===== src/rtl/quota_watch.sv =====
module quota_watch #(
  parameter int NUM_CTR = 9,
  parameter int CTR_W   = 32
) (
  input  logic                       clk_i,
  input  logic                       rst_ni,
  input  logic                       clear_i,
  input  logic                       enable_i,
  input  logic [NUM_CTR*CTR_W-1:0]   ctr_val_i,
  input  logic [NUM_CTR-1:0]         sel_mask_i,
  input  logic [CTR_W-1:0]           limit_i,
  output logic                       irq_o
);

  localparam int SUM_W = CTR_W + $clog2(NUM_CTR) + 1;

  logic [SUM_W-1:0] used_sum;
  logic             over_limit;
  logic             flag_q;

  always_comb begin
    used_sum = '0;
    for (int k = 0; k < NUM_CTR; k++) begin
      if (sel_mask_i[k]) used_sum = used_sum + SUM_W'(ctr_val_i[k*CTR_W +: CTR_W]);
    end
  end

  assign over_limit = used_sum > SUM_W'(limit_i);

  always_ff @(posedge clk_i or negedge rst_ni) begin
    if (!rst_ni)                     flag_q <= 1'b0;
    else if (clear_i)                flag_q <= 1'b0;
    else if (enable_i && over_limit) flag_q <= 1'b1;
  end

  assign irq_o = flag_q & enable_i;


  set_on_excess_chk: assert property (@(posedge clk_i) disable iff (!rst_ni)
    (enable_i && over_limit && !clear_i) |=> flag_q);


  sticky_flag_chk: assert property (@(posedge clk_i) disable iff (!rst_ni)
    (flag_q && !clear_i) |=> flag_q);


  clear_wins_chk: assert property (@(posedge clk_i) disable iff (!rst_ni)
    clear_i |=> !flag_q);


  no_set_when_idle_chk: assert property (@(posedge clk_i) disable iff (!rst_ni)
    (!enable_i && !flag_q) |=> !flag_q);


  rise_needs_excess_chk: assert property (@(posedge clk_i) disable iff (!rst_ni)
    $rose(flag_q) |-> $past(over_limit && enable_i));

endmodule


===== config.mk =====
export PLATFORM = sky130hd
export DESIGN_NAME = quota_watch
export DESIGN_NICKNAME = d
export VERILOG_FILES = /design/src/rtl/quota_watch.sv
export SDC_FILE = /design/constraint.sdc
export NUM_CORES = 1
export LEC_CHECK = 0
export CAP_MARGIN = 10
export CORE_MARGIN = 5
export CORE_UTILIZATION = 55
export DETAILED_ROUTE_END_ITERATION = 8
export DONT_BUFFER_PORTS = 1
export GPL_ROUTABILITY_DRIVEN = 0
export PLACE_DENSITY_LB_ADDON = 0.08
export SLEW_MARGIN = 20
export SYNTH_ARGS = -nofsm -noshare
export SYNTH_HDL_FRONTEND = slang
export SYNTH_SLANG_ARGS = --single-unit
export TNS_END_PERCENT = 5

===== constraint.sdc =====
create_clock -name clk_i -period 2.15 [get_ports clk_i]
set_input_delay 0.215 -clock clk_i [delete_from_list [all_inputs] [get_ports clk_i]]
set_output_delay 0.215 -clock clk_i [all_outputs]
set_load 0.02 [all_outputs]

# After elaboration in Yosys (flattened, before gate mapping)
# Cells that the tools add are included.
[totals]
reg_bits = 1
ram_bits = 0
out_inout_bits = 1
memories = 0
mem_bits_ro = 0
latch_bits = 0
[classes]
addsub = 8
muxes = 11
order_cmp = 1
n_div = 0
reduce_logical = 2
eq_ne = 0
bitwise = 1
n_mul = 0
n_shift = 0
[ops]
columns = ["operator", "count"]
rows = [
  ["$add 37x32->37", 8],
  ["$mux 37", 8],
  ["$gt 37x32->1", 1],
  ["$mux 32", 1],
  ["$mux 1", 2],
  ["$reduce_bool 2->1", 1],
  ["$and 1x1->1", 1],
  ["$logic_and 1x1->1", 1],
]

# Logic depth before layout (Yosys ltp)
# Gate-level depths: netlist of the first run.
[logic_depth]
depth_word = 21
depth_mapped = 89

# Worst setup path before layout of the first run
# No wires, ideal clock.
[synth_timing]
path_type = "in2reg"
start = "input port sel_mask_i[0]"
end = "register flag_q"
stages = 82
t_required_ps = 2019
path_slack_ps = -12487
arrival_ps = 14506
path_buffers = 4
path_cell_list = "buf_2 -> buf_2 -> clkbuf_1 -> clkbuf_1 -> nand2_1 -> inv_1 -> ha_1 -> a21oi_1 -> o21ai_1 -> a22o_1 -> a32oi_1 -> o31ai_1 -> a21o_1 -> a221oi_1 -> nor2_1 -> xnor2_1 -> a21oi_1 -> ha_1 -> [46 not listed] -> or4b_2 -> nor2_1 -> o21ai_0 -> a41oi_1 -> o21ai_0 -> o21ai_0 -> nand2b_1 -> xnor2_1 -> nand2_1 -> o21a_1 -> ha_1 -> nand4_1 -> nor3_1 -> nand4_1 -> o21ai_0 -> a21oi_1 -> a211oi_1 -> a31oi_1"
[synth_via]
elab_chain_cells = 20
[synth_rtl]
columns = ["element", "line_no", "rtl"]
rows = [
  ["start, declared", "10", "input logic [NUM_CTR-1:0] sel_mask_i,"],
  ["$mux 32 (*)", "24", "if (sel_mask_i[k]) used_sum = used_sum + SUM_W'(ctr_val_i[k*CTR_W +: CTR_W]);"],
  ["$add 37x32->37", "24", ""],
  ["$mux 37 (*)", "24", ""],
  ["$add 37x32->37", "24", ""],
  ["$mux 37 (*)", "24", ""],
  ["$add 37x32->37", "24", ""],
  ["$mux 37 (*)", "24", ""],
  ["$add 37x32->37", "24", ""],
  ["[4 not listed]", "n/a", ""],
  ["$mux 37 (*)", "24", ""],
  ["$add 37x32->37", "24", ""],
  ["$mux 37 (*)", "24", ""],
  ["$add 37x32->37", "24", ""],
  ["$mux 37 (*)", "24", ""],
  ["$gt 37x32->1 (*)", "28", "assign over_limit = used_sum > SUM_W'(limit_i);"],
  ["$logic_and 1x1->1 (*)", "33", "else if (enable_i && over_limit) flag_q <= 1'b1;"],
  ["$reduce_bool 2->1 (no line) (*)", "n/a", ""],
  ["end signal, assigned", "31", "if (!rst_ni) flag_q <= 1'b0;"],
  ["end signal, assigned", "32", "else if (clear_i) flag_q <= 1'b0;"],
  ["end signal, assigned", "33", ""],
  ["end, declared", "19", "logic flag_q;"],
]
# Every way passes the cells marked *; elsewhere a longest branch is shown, timed or not.
# A chain may end at the register's enable or synchronous reset.

# Worst setup path after layout of the first run
[layout_timing]
start = "input port ctr_val_i[0]"
end = "register flag_q"
[layout_via]
elab_chain_cells = 20
[layout_rtl]
columns = ["element", "line_no", "rtl"]
rows = [
  ["start, declared", "9", "input logic [NUM_CTR*CTR_W-1:0] ctr_val_i,"],
  ["$mux 32 (*)", "24", ""],
  ["$add 37x32->37", "24", ""],
  ["$mux 37 (*)", "24", ""],
  ["$add 37x32->37", "24", ""],
  ["$mux 37 (*)", "24", ""],
  ["$add 37x32->37", "24", ""],
  ["$mux 37 (*)", "24", ""],
  ["$add 37x32->37", "24", ""],
  ["[4 not listed]", "n/a", ""],
  ["$mux 37 (*)", "24", ""],
  ["$add 37x32->37", "24", ""],
  ["$mux 37 (*)", "24", ""],
  ["$add 37x32->37", "24", ""],
  ["$mux 37 (*)", "24", ""],
  ["$gt 37x32->1 (*)", "28", ""],
  ["$logic_and 1x1->1 (*)", "33", ""],
  ["$reduce_bool 2->1 (no line) (*)", "n/a", ""],
]
# Marks and branches as above.

==> results of run 1 <==
[worst max path at each step]
stage	slack, ns	cells after the start	to
2_1_floorplan	-11.18	83	flag_q
3_3_place_gp	-11.96	73	flag_q
3_5_place_dp	-12.31	77	flag_q
4_1_cts	-11.64	84	flag_q
5_1_grt	-12.93	75	flag_q
6_report	-12.04	83	flag_q
[through the flow]
step,hold slack (ns),total power (W)
after floorplan,-0.0806,0.0330
after global placement,-0.0805,0.0525
after detailed placement,-0.0805,0.0548
after CTS,0.386,0.0565
after global routing,0.417,0.0652
final,0.383,0.0600
[where the power goes]
part	leakage, nW	switching (W)	internal, W
Clock	0.0000190	0	0.000000000188
Sequential	0.0128	0.00000820	0.0000278
Combinational	13.4	0.0279	0.0320
[synthesized netlist by cell type, types with 44 or more instances]
master	instances
o21a_1	61
nor3_1	44
nand2_1	225
a21oi_1	264
mux2_2	95
o21ai_0	193
inv_1	147
nor2_1	184
nand3_1	48
xnor2_1	141
ha_1	319
clkbuf_1	59
a21o_1	152
xor2_1	86
[cells in the final DEF (no fill, tap or decap), types with 14 or more instances in the layout]
master      n
a211oi_1   23
a21boi_0   14
a21o_1    152
a21oi_1   207
a21oi_2    56
a31oi_1    25
and2_1     40
and3_1     23
buf_4     929
ha_1      282
ha_4       33
inv_1     145
mux2_2     88
mux2i_1    18
nand2_1   220
nand2b_1   41
nand3_1    46
nand4_1    28
nor2_1    177
nor2b_1    34
nor3_1     38
o211ai_1   26
o21a_1     61
o21ai_0   154
o21ai_1    24
o21ai_2    16
o21bai_1   30
o31ai_1    21
xnor2_1   138
xor2_1     84
[per-layer routing]
layer	up-vias	track usage, %	wire length (um)
met5	-	0	20
met4	2	13.8	3930
met3	222	6.59	5260
met2	845	63.4	33200
met1	10639	38.8	26700
li1	11218	-	-
[worst reg2reg max path, stage by stage, from the launching register on]
cell and delay [ns]:
dfrtp_1 0.39, a211oi_2 0.15, a31oi_1 0.10
[repair_timing]
item	4_1_cts	5_1_grt
endpoints found under the hold margin	1	0
buffers inserted	18	22
hold buffers	1	0
pin swaps	46	84
resized for setup	70	88
endpoints found under the setup margin	1	1
[cell type report]
type | count | area share [%]
antenna | 3 | 0.0283
inverter | 149 | 2.11
multi-input combinational | 2352 | 69.3
sequential | 1 | 0.0944
tap | 442 | 2.09
timing repair buffer | 930 | 26.3
[cell families after synthesis]
kind of cell	share of synthesized area (%)
AO/OA/AOI/OAI	33.8
XOR/XNOR	11.5
adder cells (fa/ha/maj)	23.0
buffers and inverters	4.59
flip-flops	0.139
multiplexers	6.99
AND/OR/NAND/NOR	19.9
==> flow_metrics.env, run 1 <==
export IMPL_netlist_area_um2=18000
export IMPL_cp_num_buf_inv=7
export IMPL_max_stage_delay_ns=0.55
export IMPL_hold_viol_final=0
export IMPL_boundaryPins=334
export IMPL_gr_usage_all_layers_pct=34.4
export IMPL_start_util_pct=55.5
export IMPL_fp_coreArea_um2=32500
export IMPL_antenna_found_initial=3
export IMPL_grt_pass1_vias=22899
export IMPL_yosys_warnings=0
export IMPL_cp_max_fo=5
export IMPL_drt_total_wl_um=69000
export IMPL_grt_pass1_wl_um=107000
export IMPL_critical_path_top_delay_family="compound AO/OA/AOI/OAI gates"
export IMPL_rr_endpoint="flag_q"
export IMPL_start_kind="primary input"
export IMPL_tightest_slew_ns=0.631
export IMPL_area_growth_pct=47.2
export IMPL_reg_top3="flag_q: 1 flops"
export IMPL_hold_path_startpoint="clear_i"
export IMPL_die_width_um=191
export IMPL_cp_data_required_time_ns=2.02
export IMPL_ir_drop_uv=3250
export IMPL_stdcell_count=3877
export IMPL_cap_violations=0
export IMPL_seq_area_frac_synth_pct=0.139
export IMPL_ys_flop_type="dfrtp_1"
export IMPL_seq_area_um2=25.0
export IMPL_die_area_um2=36500
export IMPL_maxSlewHeadroom_pct=57.6
export IMPL_synth_area_leaders="ha_1 22%, a21oi_1 7.3%, xnor2_1 6.9%, a21o_1 6.3%, mux2_2 5.9%"
export IMPL_drtIter0Drc=1260
export IMPL_failed_checks="negative setup slack"
export IMPL_multi_input_area_um2=18400
export IMPL_synthArstFlopShare_pct=100
export IMPL_final_setup_viol_count=1
export IMPL_path_clk_slew_ns=0
export IMPL_rrSetupSlack_ns=1.38
export IMPL_top_register="flag_q"
export IMPL_status="finished with violations"
export IMPL_drt_pass1_iter_count=5
export IMPL_die_y_um=191
export IMPL_p_per_area_nw_per_um2=2260
export IMPL_drive_gt1_share_pct=36.2
export IMPL_final_cell_area_um2=26500
export IMPL_yosys_area_top_type="ha_1"
export IMPL_rsz0062_at_grt="true"
export IMPL_worst_path_most_repeated_cell="a21oi_2"
export IMPL_crit_arrival_ns=14.06
export IMPL_synth_distinct_cells=88
export IMPL_skew_ns=0
export IMPL_ant_nets=0
export IMPL_hold_end="flag_q"
export IMPL_dp_cells=3833
export IMPL_worst_hold_path_num_cells=2
export IMPL_wl_per_cell_um=17.8
export IMPL_largest_register_ffs=1
export IMPL_grt_start_max_net_pins=59
export IMPL_netlist_instances=2571
export IMPL_layout_setup_ws_ns=-12.04
export IMPL_clock_latency_ns=0
export IMPL_cp_slowest_cell="or4b_4"
export IMPL_synth_seq_cells=1
export IMPL_final_nets=4094
export IMPL_worstRegToRegCells=2
export IMPL_drv_slew=0
export IMPL_period_share_pct=660
export IMPL_finalSetupTns_ns=-12.04
export IMPL_layout_min_cycle_time_ns=14.19
export IMPL_r2r_start="flag_q"
export IMPL_critPathKind="primary input to register"
export IMPL_gr_total_overflow=0
export IMPL_portBuffers=0
export IMPL_synth_top_cell_area_share_pct=22.2
export IMPL_dpl_cell_area_um2=25400
export IMPL_syn_avg_cell_area_um2=7.01
export IMPL_synthesis_nets=3231
export IMPL_rows=66
export IMPL_dpl_hpwl_um=56600
export IMPL_synth_edf_count=0
export IMPL_drc=0
export IMPL_nFillCells=2200
export IMPL_fin_util_pct=81.7
export IMPL_vias=22926
export IMPL_via_per_inst=5.91
export IMPL_fmax_mhz=70.5
export IMPL_startpoint="ctr_val_i[0]"
export IMPL_endpoint_kind="register"
export IMPL_hold_path_class="primary input to register"
export IMPL_power_leakage_nw=13.4
export IMPL_pre_cts_ws_ns=-12.31
No activity file was read; power rests on OpenSTA's default activity.
==> run 2, diff against run 1 <==
--- a/config.mk
+++ b/config.mk
@@ -7,5 +7,5 @@
 export LEC_CHECK = 0
 export CAP_MARGIN = 10
-export CORE_MARGIN = 5
+export CORE_MARGIN = 2
 export CORE_UTILIZATION = 55
 export DETAILED_ROUTE_END_ITERATION = 8
==> constraint.sdc (replaced) <==
create_clock -name clk_i -period 2.15 [get_ports clk_i]
set_input_delay 0.3225 -clock clk_i [delete_from_list [all_inputs] [get_ports clk_i]]
set_output_delay 0.3225 -clock clk_i [all_outputs]
set_load 0.02 [all_outputs]
==> run 2 against run 1 <==
  * Global-route usage grew 2.5 points
  * The run still ends with negative setup slack left
  * Via count is 1.9% higher
  * Register-to-register slack lost 0.08 ns
  * Maximum frequency shrank 1.5%
  * Clock skew is the same
==> flow_metrics.env, run 2 (same netlist as run 1, synthesis figures left out) <==
export IMPL_status="finished with violations"
export IMPL_failed_checks="negative setup slack"
export IMPL_drtIter0Drc=1469
export IMPL_layout_setup_ws_ns=-12.26
export IMPL_cap_violations=0
export IMPL_cts_hold_buffers=0
export IMPL_reg_top3="flag_q: 1 flops"
export IMPL_cp_slowest_cell="or4b_4"
export IMPL_via_per_inst=6.01
export IMPL_skew_ns=0
export IMPL_antenna_found_initial=5
export IMPL_start_kind="primary input"
export IMPL_rows=66
export IMPL_boundaryPins=334
export IMPL_area_growth_pct=49.0
export IMPL_grt_pass1_vias=22960
export IMPL_tightest_slew_ns=0.657
export IMPL_seq_area_um2=25.0
export IMPL_fp_coreArea_um2=32400
export IMPL_drt_total_wl_um=70600
export IMPL_worst_path_most_repeated_cell="a21oi_2"
export IMPL_drt_pass1_iter_count=6
export IMPL_maxSlewHeadroom_pct=55.6
export IMPL_pre_cts_ws_ns=-12.56
export IMPL_final_cell_area_um2=26800
export IMPL_clock_latency_ns=0
export IMPL_rsz0062_at_grt="true"
export IMPL_gr_total_overflow=0
export IMPL_drive_gt1_share_pct=37.5
export IMPL_path_clk_slew_ns=0
export IMPL_top_register="flag_q"
export IMPL_final_cell_mix="939 x buf_4, 268 x ha_1, 216 x nand2_1"
export IMPL_dpl_hpwl_um=55500
export IMPL_cp_max_fo=5
export IMPL_fmax_mhz=69.4
export IMPL_final_nets=4106
export IMPL_vias=23364
export IMPL_critPathKind="primary input to register"
export IMPL_crit_arrival_ns=14.27
export IMPL_cp_data_required_time_ns=2.02
export IMPL_drc=0
export IMPL_period_share_pct=670
export IMPL_portBuffers=0
export IMPL_final_setup_viol_count=1
export IMPL_drv_slew=0
export IMPL_grt_pass1_wl_um=105000
export IMPL_die_width_um=185
export IMPL_die_area_um2=34200
export IMPL_largest_register_ffs=1
export IMPL_die_y_um=185
export IMPL_grt_start_max_net_pins=59
export IMPL_ant_nets=0
export IMPL_wl_per_cell_um=18.1
export IMPL_hold_path_class="primary input to async pin"
export IMPL_nFillCells=2144
export IMPL_hold_viol_final=0
export IMPL_gr_usage_all_layers_pct=36.9
export IMPL_mostFrequentLayoutCell="buf_4"
export IMPL_layout_min_cycle_time_ns=14.41
export IMPL_start_util_pct=55.7
export IMPL_endpoint_kind="register"
export IMPL_multi_input_area_um2=18600
export IMPL_dpl_cell_area_um2=25400
export IMPL_max_stage_delay_ns=0.53
==> run 2: changes by cell type in the layout (fill, tap and decap cells not counted), sizes merged <==
cell and delta:
buf +13, diode +1, dlygate4sd3 -1
==> run 2: cell type report <==
cell class,count,area share (%)
antenna,4,0.0373
inverter,149,2.08
multi-input combinational,2352,69.3
sequential,1,0.0932
tap,442,2.06
timing repair buffer,942,26.4
==> run 2: repair_timing <==
| item | in CTS | in global routing |
|---|---|---|
| resized for setup | 71 | 140 |
| setup endpoints to repair | 1 | 1 |
| pin swaps | 53 | 112 |
| buffers inserted | 35 | 30 |
==> run 2: stage by stage <==
stage | hold slack (ns) | setup TNS, ns | util, % | cells
2_1_floorplan | 0.0269 | -11.28 | - | 2571
3_3_place_gp | 0.0270 | -12.14 | 78.3 | 3821
3_5_place_dp | 0.0270 | -12.56 | 78.3 | 3821
4_1_cts | 0.0270 | -11.84 | 80.2 | 3856
5_1_grt | 0.0268 | -13.18 | 82.9 | 3886
6_report | 0.0268 | -12.26 | 82.9 | 3890
==> run 2: path summary, 6_finish.rpt <==
check	startpoint	end	slack, ns	cells after the start
max	ctr_val_i[0]	flag_q	-12.26	76
min	rst_ni	flag_q	0.03	0
max reg2reg	flag_q	flag_q	1.30	2
min reg2reg	flag_q	flag_q	0.65	2
max in group asynchronous	rst_ni	flag_q	2.06	0
min in group clk_i	clear_i	flag_q	0.52	2
==> run 2: worst max-delay path, delay by kind of cell <==
| kind | cells | cell delay (ns) |
|---|---|---|
| AO/OA/AOI/OAI | 32 | 4.98 |
| AND/OR/NAND/NOR | 14 | 2.63 |
| multiplexers | 4 | 1.23 |
| XOR/XNOR | 9 | 1.36 |
| buffers and inverters | 7 | 0.94 |
| adder cells (fa/ha/maj) | 10 | 2.82 |
==> run 2: routing by layer <==
layer,global-route usage (%),routed length (um)
met1,40.6,27000
met2,68.7,34000
met3,7.29,5600
met4,15.4,3890
met5,0,28
Power of run 2 is left out: the tool's default activity adds up to more than one toggle a clock period on the data nets, which glitch-free logic cannot reach.
==> run 3, diff against run 2 <==
--- a/config.mk
+++ b/config.mk
@@ -12,4 +12,5 @@
 export DONT_BUFFER_PORTS = 1
 export GPL_ROUTABILITY_DRIVEN = 0
+export HOLD_SLACK_MARGIN = 0.05
 export PLACE_DENSITY_LB_ADDON = 0.08
 export SLEW_MARGIN = 20
==> constraint.sdc (replaced) <==
create_clock -name clk_i -period 2.15 [get_ports clk_i]
set_input_delay 0.215 -clock clk_i [delete_from_list [all_inputs] [get_ports clk_i]]
set_output_delay 0.215 -clock clk_i [all_outputs]
set_load 0.02 [all_outputs]
==> run 3 against run 2 <==
  * Cell area is 2.6% lower
  * Hold slack gained 0.41 ns
  * Maximum frequency is 1.5% higher
  * Clock skew stayed put
  * The run still ends with negative setup slack left
  * Critical path depth increased by 4
==> flow_metrics.env, run 3 (same netlist as run 1, synthesis figures left out) <==
export IMPL_status="finished with violations"
export IMPL_failed_checks="negative setup slack"
export IMPL_switching_share_pct=46.4
export IMPL_cp_data_required_time_ns=2.02
export IMPL_finalSetupTns_ns=-12.04
export IMPL_mostFrequentLayoutCell="buf_4"
export IMPL_p_sw_w=0.0272
export IMPL_critPathKind="primary input to register"
export IMPL_antenna_found_initial=5
export IMPL_max_stage_delay_ns=0.52
export IMPL_rsz0062_at_grt="true"
export IMPL_layout_setup_ws_ns=-12.04
export IMPL_fmax_mhz=70.5
export IMPL_power_internal_w=0.0315
export IMPL_start_kind="primary input"
export IMPL_maxSlewHeadroom_pct=54.4
export IMPL_cp_max_fo=5
export IMPL_drt_pass1_iter_count=6
export IMPL_gr_usage_all_layers_pct=36.6
export IMPL_dpl_hpwl_um=55000
export IMPL_tightest_slew_ns=0.675
export IMPL_drtIter0Drc=1273
export IMPL_drive_gt1_share_pct=34.6
export IMPL_layout_min_cycle_time_ns=14.19
export IMPL_r2r_start="flag_q"
export IMPL_start_util_pct=55.7
export IMPL_die_width_um=185
export IMPL_critical_path_top_delay_family="compound AO/OA/AOI/OAI gates"
export IMPL_cap_violations=0
export IMPL_final_setup_viol_count=1
export IMPL_final_cell_mix="915 x buf_4, 288 x ha_1, 224 x a21oi_1"
export IMPL_final_cell_area_um2=26100
export IMPL_die_y_um=185
export IMPL_power_leakage_nw=13.3
export IMPL_whs_ns=0.433
export IMPL_area_growth_pct=45.1
export IMPL_power_frac_clock_pct=0
export IMPL_portBuffers=0
export IMPL_dpl_cell_area_um2=25400
export IMPL_rows=66
export IMPL_hold_path_class="primary input to register"
export IMPL_skew_ns=0
export IMPL_hold_viol_final=0
export IMPL_boundaryPins=334
export IMPL_p_seq_share_pct=0.1
export IMPL_period_share_pct=660
export IMPL_cp_slowest_cell="or4b_4"
export IMPL_endpoint_kind="register"
export IMPL_drt_total_wl_um=66000
export IMPL_hold_path_startpoint="clear_i"
export IMPL_startpoint="ctr_val_i[0]"
export IMPL_drc=0
export IMPL_ir_drop_uv=3410
export IMPL_clock_latency_ns=0
export IMPL_cp_num_buf_inv=4
export IMPL_final_nets=4081
export IMPL_drv_slew=0
export IMPL_reg_top3="flag_q: 1 flops"
export IMPL_vias=22594
export IMPL_ant_nets=0
export IMPL_top_register="flag_q"
export IMPL_largest_register_ffs=1
export IMPL_fp_coreArea_um2=32400
export IMPL_grt_pass1_wl_um=104000
export IMPL_grt_start_max_net_pins=59
export IMPL_crit_arrival_ns=14.06
export IMPL_grt_pass1_vias=22723
export IMPL_p_comb_share_pct=99.9
export IMPL_p_per_area_nw_per_um2=2250
export IMPL_die_area_um2=34200
export IMPL_gr_total_overflow=0
export IMPL_pre_cts_ws_ns=-12.40
export IMPL_via_per_inst=5.85
export IMPL_power_w=0.0587
export IMPL_path_clk_slew_ns=0
export IMPL_wl_per_cell_um=17.1
-- run 3: cell types whose count changed in the layout (fill, tap and decap cells not counted), moves of 14 or more --
cell     before  now
ha_4         46   27
buf_4       939  915
a21oi_2      56   39
ha_1        268  288
o21ai_0     144  158
a21oi_1     207  224
-- run 3: per-stage QoR --
step                      std cells  utilization (%)
final                          3863             80.7
after global routing           3862             80.7
after CTS                      3850             80.0
after detailed placement       3822             78.3
after global placement         3822             78.3
after floorplan                2571                -
-- run 3: final timing paths --
path	slack [ns]	to	cells past startpoint
max	-12.04	flag_q	80
min	0.43	flag_q	2
max reg2reg	1.33	flag_q	2
min reg2reg	0.61	flag_q	2
max in group asynchronous	1.61	flag_q	1
min in group asynchronous	0.44	flag_q	1
-- run 3: cell type report --
| type | instances | area (um^2) |
|---|---|---|
| inverters | 149 | 559 |
| repair buffers | 917 | 6890 |
| flip-flops and latches | 1 | 25.0 |
| well taps | 442 | 553 |
| multi-input cells | 2352 | 18100 |
| diodes | 2 | 5.00 |
| fillers | 2266 | 6230 |
-- run 3: per-layer routing --
layer | global-route usage, % | vias up | share of wire (%)
met3 | 7.04 | 212 | 7.2
met4 | 18.9 | 6 | 5.7
met2 | 66.7 | 775 | 48
met5 | 0 | - | 0.062
met1 | 40.1 | 10419 | 39
li1 | - | 11182 | -
-- run 3: timing repair --
action	4_1_cts	5_1_grt
endpoints found under the setup margin	1	1
buffers inserted	27	11
hold endpoints to repair	1	0
hold buffers	1	0
pin swaps	47	43
resized for setup	68	34
-- run 3: power groups by stage --
stage,sequential [W],clock [W],combinational (W)
global route,0.0000383,0.0000000000622,0.0641
global placement,0.0000341,0,0.0522
detailed placement,0.0000338,0,0.0545
CTS,0.0000338,0,0.0566
finish,0.0000377,0.000000000125,0.0587
floorplan,0.0000317,0,0.0330
-- run 3: worst register-to-register path: cells and delay by family (launching register included) --
| kind | cells | cell delay [ns] |
|---|---|---|
| DFF | 1 | 0.40 |
| AOI/OAI and AO/OA | 2 | 0.29 |
